===== src/rtl/ecc_corr_pkg.sv =====
package ecc_corr_pkg;
  localparam int BYTE_W      = 8;
  localparam int ECC_BYTES   = 3;
  localparam int SYN_W       = BYTE_W * ECC_BYTES;
  localparam int CHUNK_BYTES = 512;
  localparam int IDX_W       = $clog2(CHUNK_BYTES);
  localparam int BIT_W       = $clog2(BYTE_W);

  typedef enum logic [1:0] {
    ST_CLEAN  = 2'b00,
    ST_FIXED  = 2'b01,
    ST_ECCBAD = 2'b10,
    ST_FATAL  = 2'b11
  } status_e;

  // strobes from control to datapath
  typedef struct packed {
    logic capture;
  } ctrl_strobe_t;

  // mask with every even bit position set
  function automatic logic [BYTE_W-1:0] even_mask();
    logic [BYTE_W-1:0] m;
    m = '0;
    for (int i = 0; i < BYTE_W; i += 2) m[i] = 1'b1;
    return m;
  endfunction
endpackage


===== src/rtl/ecc_corr_ctrl.sv =====
module ecc_corr_ctrl
  import ecc_corr_pkg::*;
(
  input  logic         clk,
  input  logic         rst_n,
  input  logic         start,
  output ctrl_strobe_t strobe,
  output logic         done
);
  logic doneQ;

  always_comb strobe.capture = start;

  always_ff @(posedge clk or negedge rst_n) begin
    if (!rst_n) doneQ <= 1'b0;
    else        doneQ <= start;
  end

  assign done = doneQ;


  done_follows_start_chk: assert property (@(posedge clk) disable iff (!rst_n)
    start |=> done);


  done_single_chk: assert property (@(posedge clk) disable iff (!rst_n)
    !start |=> !done);
endmodule


===== src/rtl/ecc_corr_dp.sv =====
module ecc_corr_dp
  import ecc_corr_pkg::*;
(
  input  logic               clk,
  input  logic               rst_n,
  input  ctrl_strobe_t       strobe,
  input  logic [SYN_W-1:0]   eccRead,
  input  logic [SYN_W-1:0]   eccCalc,
  output status_e            statusQ,
  output logic [IDX_W-1:0]   byteIdxQ,
  output logic [BIT_W-1:0]   bitIdxQ,
  output logic [BYTE_W-1:0]  flipMask
);
  localparam logic [BYTE_W-1:0] PAIR_MASK = even_mask();

  logic [SYN_W-1:0]     syn;
  logic [ECC_BYTES-1:0] pairOk;
  logic                 synZero, synOneHot, allPairs;
  logic [IDX_W-1:0]     locByte;
  logic [BIT_W-1:0]     locBit;
  status_e              nextStatus;
  logic [IDX_W-1:0]     nextByte;
  logic [BIT_W-1:0]     nextBit;

  assign syn = eccRead ^ eccCalc;

  // complementary pair test, one per syndrome byte
  for (genvar g = 0; g < ECC_BYTES; g++) begin : g_pair
    logic [BYTE_W-1:0] d;
    assign d         = syn[g*BYTE_W +: BYTE_W];
    assign pairOk[g] = (((d ^ (d >> 1)) & PAIR_MASK) == PAIR_MASK);
  end

  assign allPairs  = &pairOk;
  assign synZero   = (syn == '0);
  assign synOneHot = !synZero && ((syn & (syn - 1'b1)) == '0);

  // odd bits of each pair carry the location
  assign locByte = {syn[17],
                    syn[15], syn[13], syn[11], syn[9],
                    syn[7],  syn[5],  syn[3],  syn[1]};
  assign locBit  = {syn[23], syn[21], syn[19]};

  always_comb begin
    nextStatus = ST_FATAL;
    nextByte   = '0;
    nextBit    = '0;
    if (synZero) begin
      nextStatus = ST_CLEAN;
    end else if (allPairs) begin
      nextStatus = ST_FIXED;
      nextByte   = locByte;
      nextBit    = locBit;
    end else if (synOneHot) begin
      nextStatus = ST_ECCBAD;
    end
  end

  always_ff @(posedge clk or negedge rst_n) begin
    if (!rst_n) begin
      statusQ  <= ST_CLEAN;
      byteIdxQ <= '0;
      bitIdxQ  <= '0;
    end else if (strobe.capture) begin
      statusQ  <= nextStatus;
      byteIdxQ <= nextByte;
      bitIdxQ  <= nextBit;
    end
  end

  assign flipMask = (statusQ == ST_FIXED) ?
                    ({{(BYTE_W-1){1'b0}}, 1'b1} << bitIdxQ) : '0;


  result_hold_chk: assert property (@(posedge clk) disable iff (!rst_n)
    !strobe.capture |=> ($stable(statusQ) && $stable(byteIdxQ) && $stable(bitIdxQ)));


  clean_result_chk: assert property (@(posedge clk) disable iff (!rst_n)
    (strobe.capture && eccRead == eccCalc) |=> statusQ == ST_CLEAN);


  fix_mask_onehot_chk: assert property (@(posedge clk) disable iff (!rst_n)
    statusQ == ST_FIXED |-> $countones(flipMask) == 1);


  no_location_chk: assert property (@(posedge clk) disable iff (!rst_n)
    statusQ != ST_FIXED |-> (byteIdxQ == '0 && bitIdxQ == '0 && flipMask == '0));
endmodule


===== src/rtl/ecc_syndrome_corrector.sv =====
module ecc_syndrome_corrector
  import ecc_corr_pkg::*;
(
  input  logic              clk,
  input  logic              rst_n,
  input  logic              start,
  input  logic [SYN_W-1:0]  ecc_read,
  input  logic [SYN_W-1:0]  ecc_calc,
  output logic              done,
  output logic [1:0]        status,
  output logic [IDX_W-1:0]  byte_idx,
  output logic [BIT_W-1:0]  bit_idx,
  output logic [BYTE_W-1:0] flip_mask,
  input  logic [IDX_W-1:0]  fix_index,
  input  logic [BYTE_W-1:0] fix_data_in,
  output logic [BYTE_W-1:0] fix_data_out
);
  ctrl_strobe_t strobe;
  status_e      statusQ;

  ecc_corr_ctrl u_ctrl (
    .clk    (clk),
    .rst_n  (rst_n),
    .start  (start),
    .strobe (strobe),
    .done   (done)
  );

  ecc_corr_dp u_dp (
    .clk      (clk),
    .rst_n    (rst_n),
    .strobe   (strobe),
    .eccRead  (ecc_read),
    .eccCalc  (ecc_calc),
    .statusQ  (statusQ),
    .byteIdxQ (byte_idx),
    .bitIdxQ  (bit_idx),
    .flipMask (flip_mask)
  );

  assign status = statusQ;

  assign fix_data_out = (statusQ == ST_FIXED && fix_index == byte_idx) ?
                        (fix_data_in ^ flip_mask) : fix_data_in;


  repair_passthru_chk: assert property (@(posedge clk) disable iff (!rst_n)
    (status != 2'b01 || fix_index != byte_idx) |-> fix_data_out == fix_data_in);
endmodule


===== config.mk =====
export PLATFORM = sky130hd
export DESIGN_NAME = ecc_syndrome_corrector
export DESIGN_NICKNAME = d
export VERILOG_FILES = /design/src/rtl/ecc_corr_pkg.sv /design/src/rtl/ecc_corr_ctrl.sv /design/src/rtl/ecc_corr_dp.sv /design/src/rtl/ecc_syndrome_corrector.sv
export SDC_FILE = /design/constraint.sdc
export NUM_CORES = 1
export LEC_CHECK = 0
export ABC_AREA = 1
export BUFFER_PORTS_ARGS = -buffer_cell sky130_fd_sc_hd__buf_2
export CORE_MARGIN = 2
export CORE_UTILIZATION = 53
export DETAILED_ROUTE_END_ITERATION = 8
export PLACE_DENSITY_LB_ADDON = 0.15
export SYNTH_ARGS = -nofsm -noshare
export SYNTH_HDL_FRONTEND = slang
export SYNTH_SLANG_ARGS = --single-unit

===== constraint.sdc =====
create_clock -name clk -period 3.2 [get_ports clk]
set_input_delay 0.16 -clock clk [delete_from_list [all_inputs] [get_ports clk]]
set_output_delay 0.16 -clock clk [all_outputs]
set_load 0.02 [all_outputs]

; ---- Yosys cells after proc, flatten, opt, wreduce, memory -nomap -nowiden
; Cells that the tools add are included.
[op_classes]
mux = 9
n_shift = 1
n_eq_ne = 5
bitwise_logic = 6
n_addsub = 1
reduce_logical = 6
[op_table]
columns = operator, count
row1 = $logic_not 24->1, 2
row2 = $and 24x24->24, 1
row3 = $sub 24x1->24 const B, 1
row4 = $xor 24x24->24, 1
row5 = $xor 7x7->7, 3
row6 = $mux 9, 2
row7 = $mux 8, 2
row8 = $eq 4x4->1 const B, 3
row9 = $eq 9x9->1, 1
row10 = $shl 1x3->8 const A, 1
row11 = $xor 8x8->8, 1
row12 = $mux 3, 2
row13 = $mux 2, 2
row14 = $reduce_and 3->1, 1
row15 = $eq 2x1->1 const B, 1
row16 = $logic_and 1x1->1, 2
row17 = $logic_not 1->1, 1
row18 = $mux 1, 1
[totals]
word_cells = 32
input_bits = 68
output_inout_bits = 31
regBits = 15

; ---- Logic depth before layout (Yosys ltp)
[logic_depth]
word_depth = 8
mapped_depth = 18
depth_no_buf = 18

; ---- Hierarchy
; From an unflattened synthesis, not the netlist that was laid out.
[hier_totals]
hier_cells = 405
hier_area_um2 = 2342.2
[modules_own_cells]
columns = module, n_inst, area_per_inst_um2, cells_each, seq_area_each_um2
row1 = ecc_corr_dp, 1, 1915.6, 342, 350.3
row2 = ecc_syndrome_corrector, 1, 394.1, 61, 0.0
row3 = ecc_corr_ctrl, 1, 32.5, 2, 25.0

; ---- Least setup slack after synthesis
; OpenSTA, ideal clock, no wires.
[synth_path]
path_type = register -> output
start = register u_dp.byteIdxQ[8]
end = output fix_data_out[0]
arrival_time_ns = 1.583
n_path_buf = 0
setup_slack_ns = 1.457
required_ns = 3.040
path_stages_with_launch = 7
path_cell_list = dfrtp_1 > xor2_1 > nor4_1 > nand2_1 > inv_1 > nand2_1 > xnor2_1
[synth_between]
elab_chain_len = 3
[synth_rtl]
columns = element, line
row1 = from (decl), ecc_corr_dp.sv:10  ; output logic [IDX_W-1:0] byteIdxQ,
row2 = from (signal assigned), ecc_corr_dp.sv:66  ; byteIdxQ <= nextByte;
row3 = $eq 9x9->1, ecc_syndrome_corrector.sv:43  ; assign fix_data_out = (statusQ == ST_FIXED && fix_index == byte_idx) ?
row4 = $logic_and 1x1->1, ecc_syndrome_corrector.sv:43
row5 = $mux 8, ecc_syndrome_corrector.sv:43
row6 = to (decl), ecc_syndrome_corrector.sv:16  ; output logic [BYTE_W-1:0] fix_data_out
; No other way between the ends.

; ---- Worst setup path after layout
[layout_path]
start = register u_dp.byteIdxQ[4]
end = output fix_data_out[7]
; The elaborated chain is that of the path after synthesis.

==> reports/metrics.yaml <==
postRouteAntennaNets: 0
place_hpwl_um: 5537
synthesis.area_um2: 2305
switching_share_pct: 39.08
boundaryPins: 99
syn_inst: 423
grt_pass1_vias: 2599
finalMaxSlewViolations: 0
crit_path_top_delay_cell: "dfrtp_1"
synth_edf_count: 0
synth_seq_cells: 15
relSlewSlack_pct: 71.24
fp.dieW_um: 69.95
ff2ff_setup_slack_ns: 2.48
synthesis.nets: 506
first_pass_iters: 4
fin_nets: 608
antenna_found_initial: 0
synth_flop_cell: "dfrtp_1"
routed_wl_um: 6546
maxCapViolCount: 0
hold_violations: 0
start_util_pct: 56.40
cts_num_sinks: 15
hold_path_end: "u_ctrl.done"
power.density_nw_per_um2: 224.9
drive_gt1_share_pct: 23.47
hold_depth: 1
vias: 2750
crit_chain: "xnor2_1 > nand3_1 > nor4_1 > nand2_1 > inv_1 > nand2_1 > xnor2_1 > buf_2"
status: "finished, final reports clean"
path_clk_slew_ns: 0.06
crit_type: "flip-flop to primary output"
synth_cell_types: 32
power_switching_mw: 0.2552
final_common_cell: "nand2_1"
r2r_cells: 2
worst_setup_path_start_kind: "flip-flop"
ys_seq_area_share_pct: 16.29
setup_viol: 0
postCtsSetupBuffers: 0
post_dp_cell_area_um2: 2849
cts_made_buffers: 3
gr-total-overflow: 0
clkPwrFrac_pct: 23.4
mostFrequentLayoutCells: "nand2_1, buf_2, inv_1, nor2_1, nand3_1"
core_um2: 4086
p_comb_share_pct: 47.0
hold_start: "start"
fin_crit_ns: 2.165
syn2layout_area_growth_pct: 26.00
num_antenna_cells: 0
worstSetupEndpointType: "primary output"
clock_latency_ns: 0.25
max_freq_mhz: 462.0
worst-slew-pin-transition_ns: 0.4283
grt_max_degree: 16
rsz0062_at_grt: "no"
finalSetupTns_ns: 0
drt-initial-drc-count: 153
grt_pass1_wl_um: 11300
wl_per_cell_um: 11.40
hp-class: "primary input to flip-flop"
r2r_start: "u_dp.byteIdxQ[3]"
required_ns: 3.04
internal-power_mw: 0.3979
dieArea_um2: 4892
crit_fanout: 8
fin_crit_sh_pct: 67.64
postLayoutCellArea_um2: 2904
grt.total_usage_pct: 27.72
seqPwrFrac_pct: 29.7
syn_avg_cell_area_um2: 5.448
vias_per_cell: 4.791
skew_ns: 0
cpPeakStageDelay_ns: 0.41
cts_tree: "done"
clockRootBuffer: "clkbuf_8"
async_flop_share_pct: 100.0
yosysWarnings: 0
p_leak_nw: 1.775
h-tree-depth: 1
clockBufferDepth: 2
num_rows: 23
worstPathArrival_ns: 2.00
r2r_end: "u_dp.byteIdxQ[3]"
io_buffers: 98
irDropWorstVdd_v: 0.0002575
die_height_um: 69.95
drc: 0
place_congestion: 0.9102
registers in the layout (all words and copies together) (netlist names):
register,cells
u_ctrl.done,1
u_dp.byteIdxQ,9
u_dp.statusQ,2
u_dp.bitIdxQ,3
layer usage:
| metal | vias up | share of wire [%] | track usage [%] |
|---|---|---|---|
| met1 | 1160 | 44 | 34.28 |
| met5 | - | 0 | 0 |
| li1 | 1480 | - | - |
| met4 | 0 | 0.61 | 3.846 |
| met3 | 6 | 6.4 | 4.185 |
| met2 | 104 | 49 | 51.64 |
synthesized netlist by cell type (2+ instances only):
cell | count | area (µm²)
nand2_1 | 170 | 638.1
o22ai_1 | 6 | 37.54
xnor2_1 | 15 | 131.4
inv_1 | 75 | 281.5
nor2_1 | 49 | 183.9
nand3_2 | 2 | 20.02
nand3_1 | 20 | 100.1
nor4_1 | 2 | 12.51
nor2_2 | 7 | 43.79
o21ai_0 | 8 | 40.04
nand2_2 | 2 | 12.51
nand4_1 | 4 | 25.02
dfrtp_1 | 15 | 375.4
nand3b_1 | 3 | 22.52
xor2_1 | 4 | 35.03
inv_2 | 5 | 18.77
o21ai_1 | 4 | 20.02
or2_2 | 2 | 12.51
a21oi_1 | 3 | 15.01
ha_1 | 15 | 187.7
kinds of logic (layout without fill, tap and decap cells):
| logic type | after synthesis | in the layout | synth area share (%) |
|---|---|---|---|
| buf+inv | 83 | 184 | 13.57 |
| simple gates | 265 | 265 | 47.83 |
| compound gates | 25 | 25 | 6.244 |
| flops | 15 | 15 | 16.29 |
| fa+ha+maj | 15 | 15 | 8.143 |
| xor+xnor | 20 | 20 | 7.926 |
area by class of cell:
cell class	count	area, µm²
Clock buffer	4	45.04
Fill cell	394	1182
Inverter	81	304.0
Multi-Input combinational cell	325	1617
Sequential cell	15	375.4
Tap cell	50	62.56
Timing Repair Buffer	99	500.5
worst max path at each step:
stage | start | end | slack, ns | cells past startpoint
floorplan | u_dp.byteIdxQ[8] | fix_data_out[0] | 1.46 | 6
global placement | ecc_calc[19] | u_dp.bitIdxQ[0] | 1.23 | 10
detailed placement | ecc_calc[19] | u_dp.byteIdxQ[5] | 1.14 | 10
CTS | u_dp.byteIdxQ[4] | fix_data_out[7] | 1.04 | 8
global route | u_dp.byteIdxQ[3] | fix_data_out[7] | 0.87 | 8
finish | u_dp.byteIdxQ[4] | fix_data_out[7] | 1.04 | 8
power groups by stage:
stage,Sequential (mW),Combinational (mW),Clock [mW]
after floorplan,0.200,0.187,0
after global placement,0.197,0.296,0
after detailed placement,0.197,0.302,0
after CTS,0.194,0.305,0.154
after global routing,0.194,0.351,0.165
final,0.194,0.307,0.153
worst max-delay path, delay by kind of cell, from the launching register on:
| family | cells | cell delay (ns) |
|---|---|---|
| buf+inv | 2 | 0.38 |
| simple gates | 4 | 0.55 |
| flops | 1 | 0.41 |
| xor+xnor | 2 | 0.40 |
metrics by stage:
stage / utilization [%] / cells / hold WS (ns) / power [mW] / worst slack, ns
floorplan: - / 423 / -0.1356 / 0.3872 / 1.457
global placement: 69.72 / 569 / 0.07094 / 0.4927 / 1.231
detailed placement: 69.72 / 569 / 0.07449 / 0.4990 / 1.137
CTS: 71.07 / 574 / 0.1369 / 0.6525 / 1.037
global route: 71.07 / 574 / 0.1456 / 0.7093 / 0.8660
finish: 71.07 / 574 / 0.1406 / 0.6531 / 1.035
repair_timing:
| item | in CTS | in global routing |
|---|---|---|
| resized for setup | 0 | 0 |
| hold buffers | 1 | 0 |
| endpoints found under the hold margin | 15 | 0 |
No activity file was read; power rests on OpenSTA's default activity.
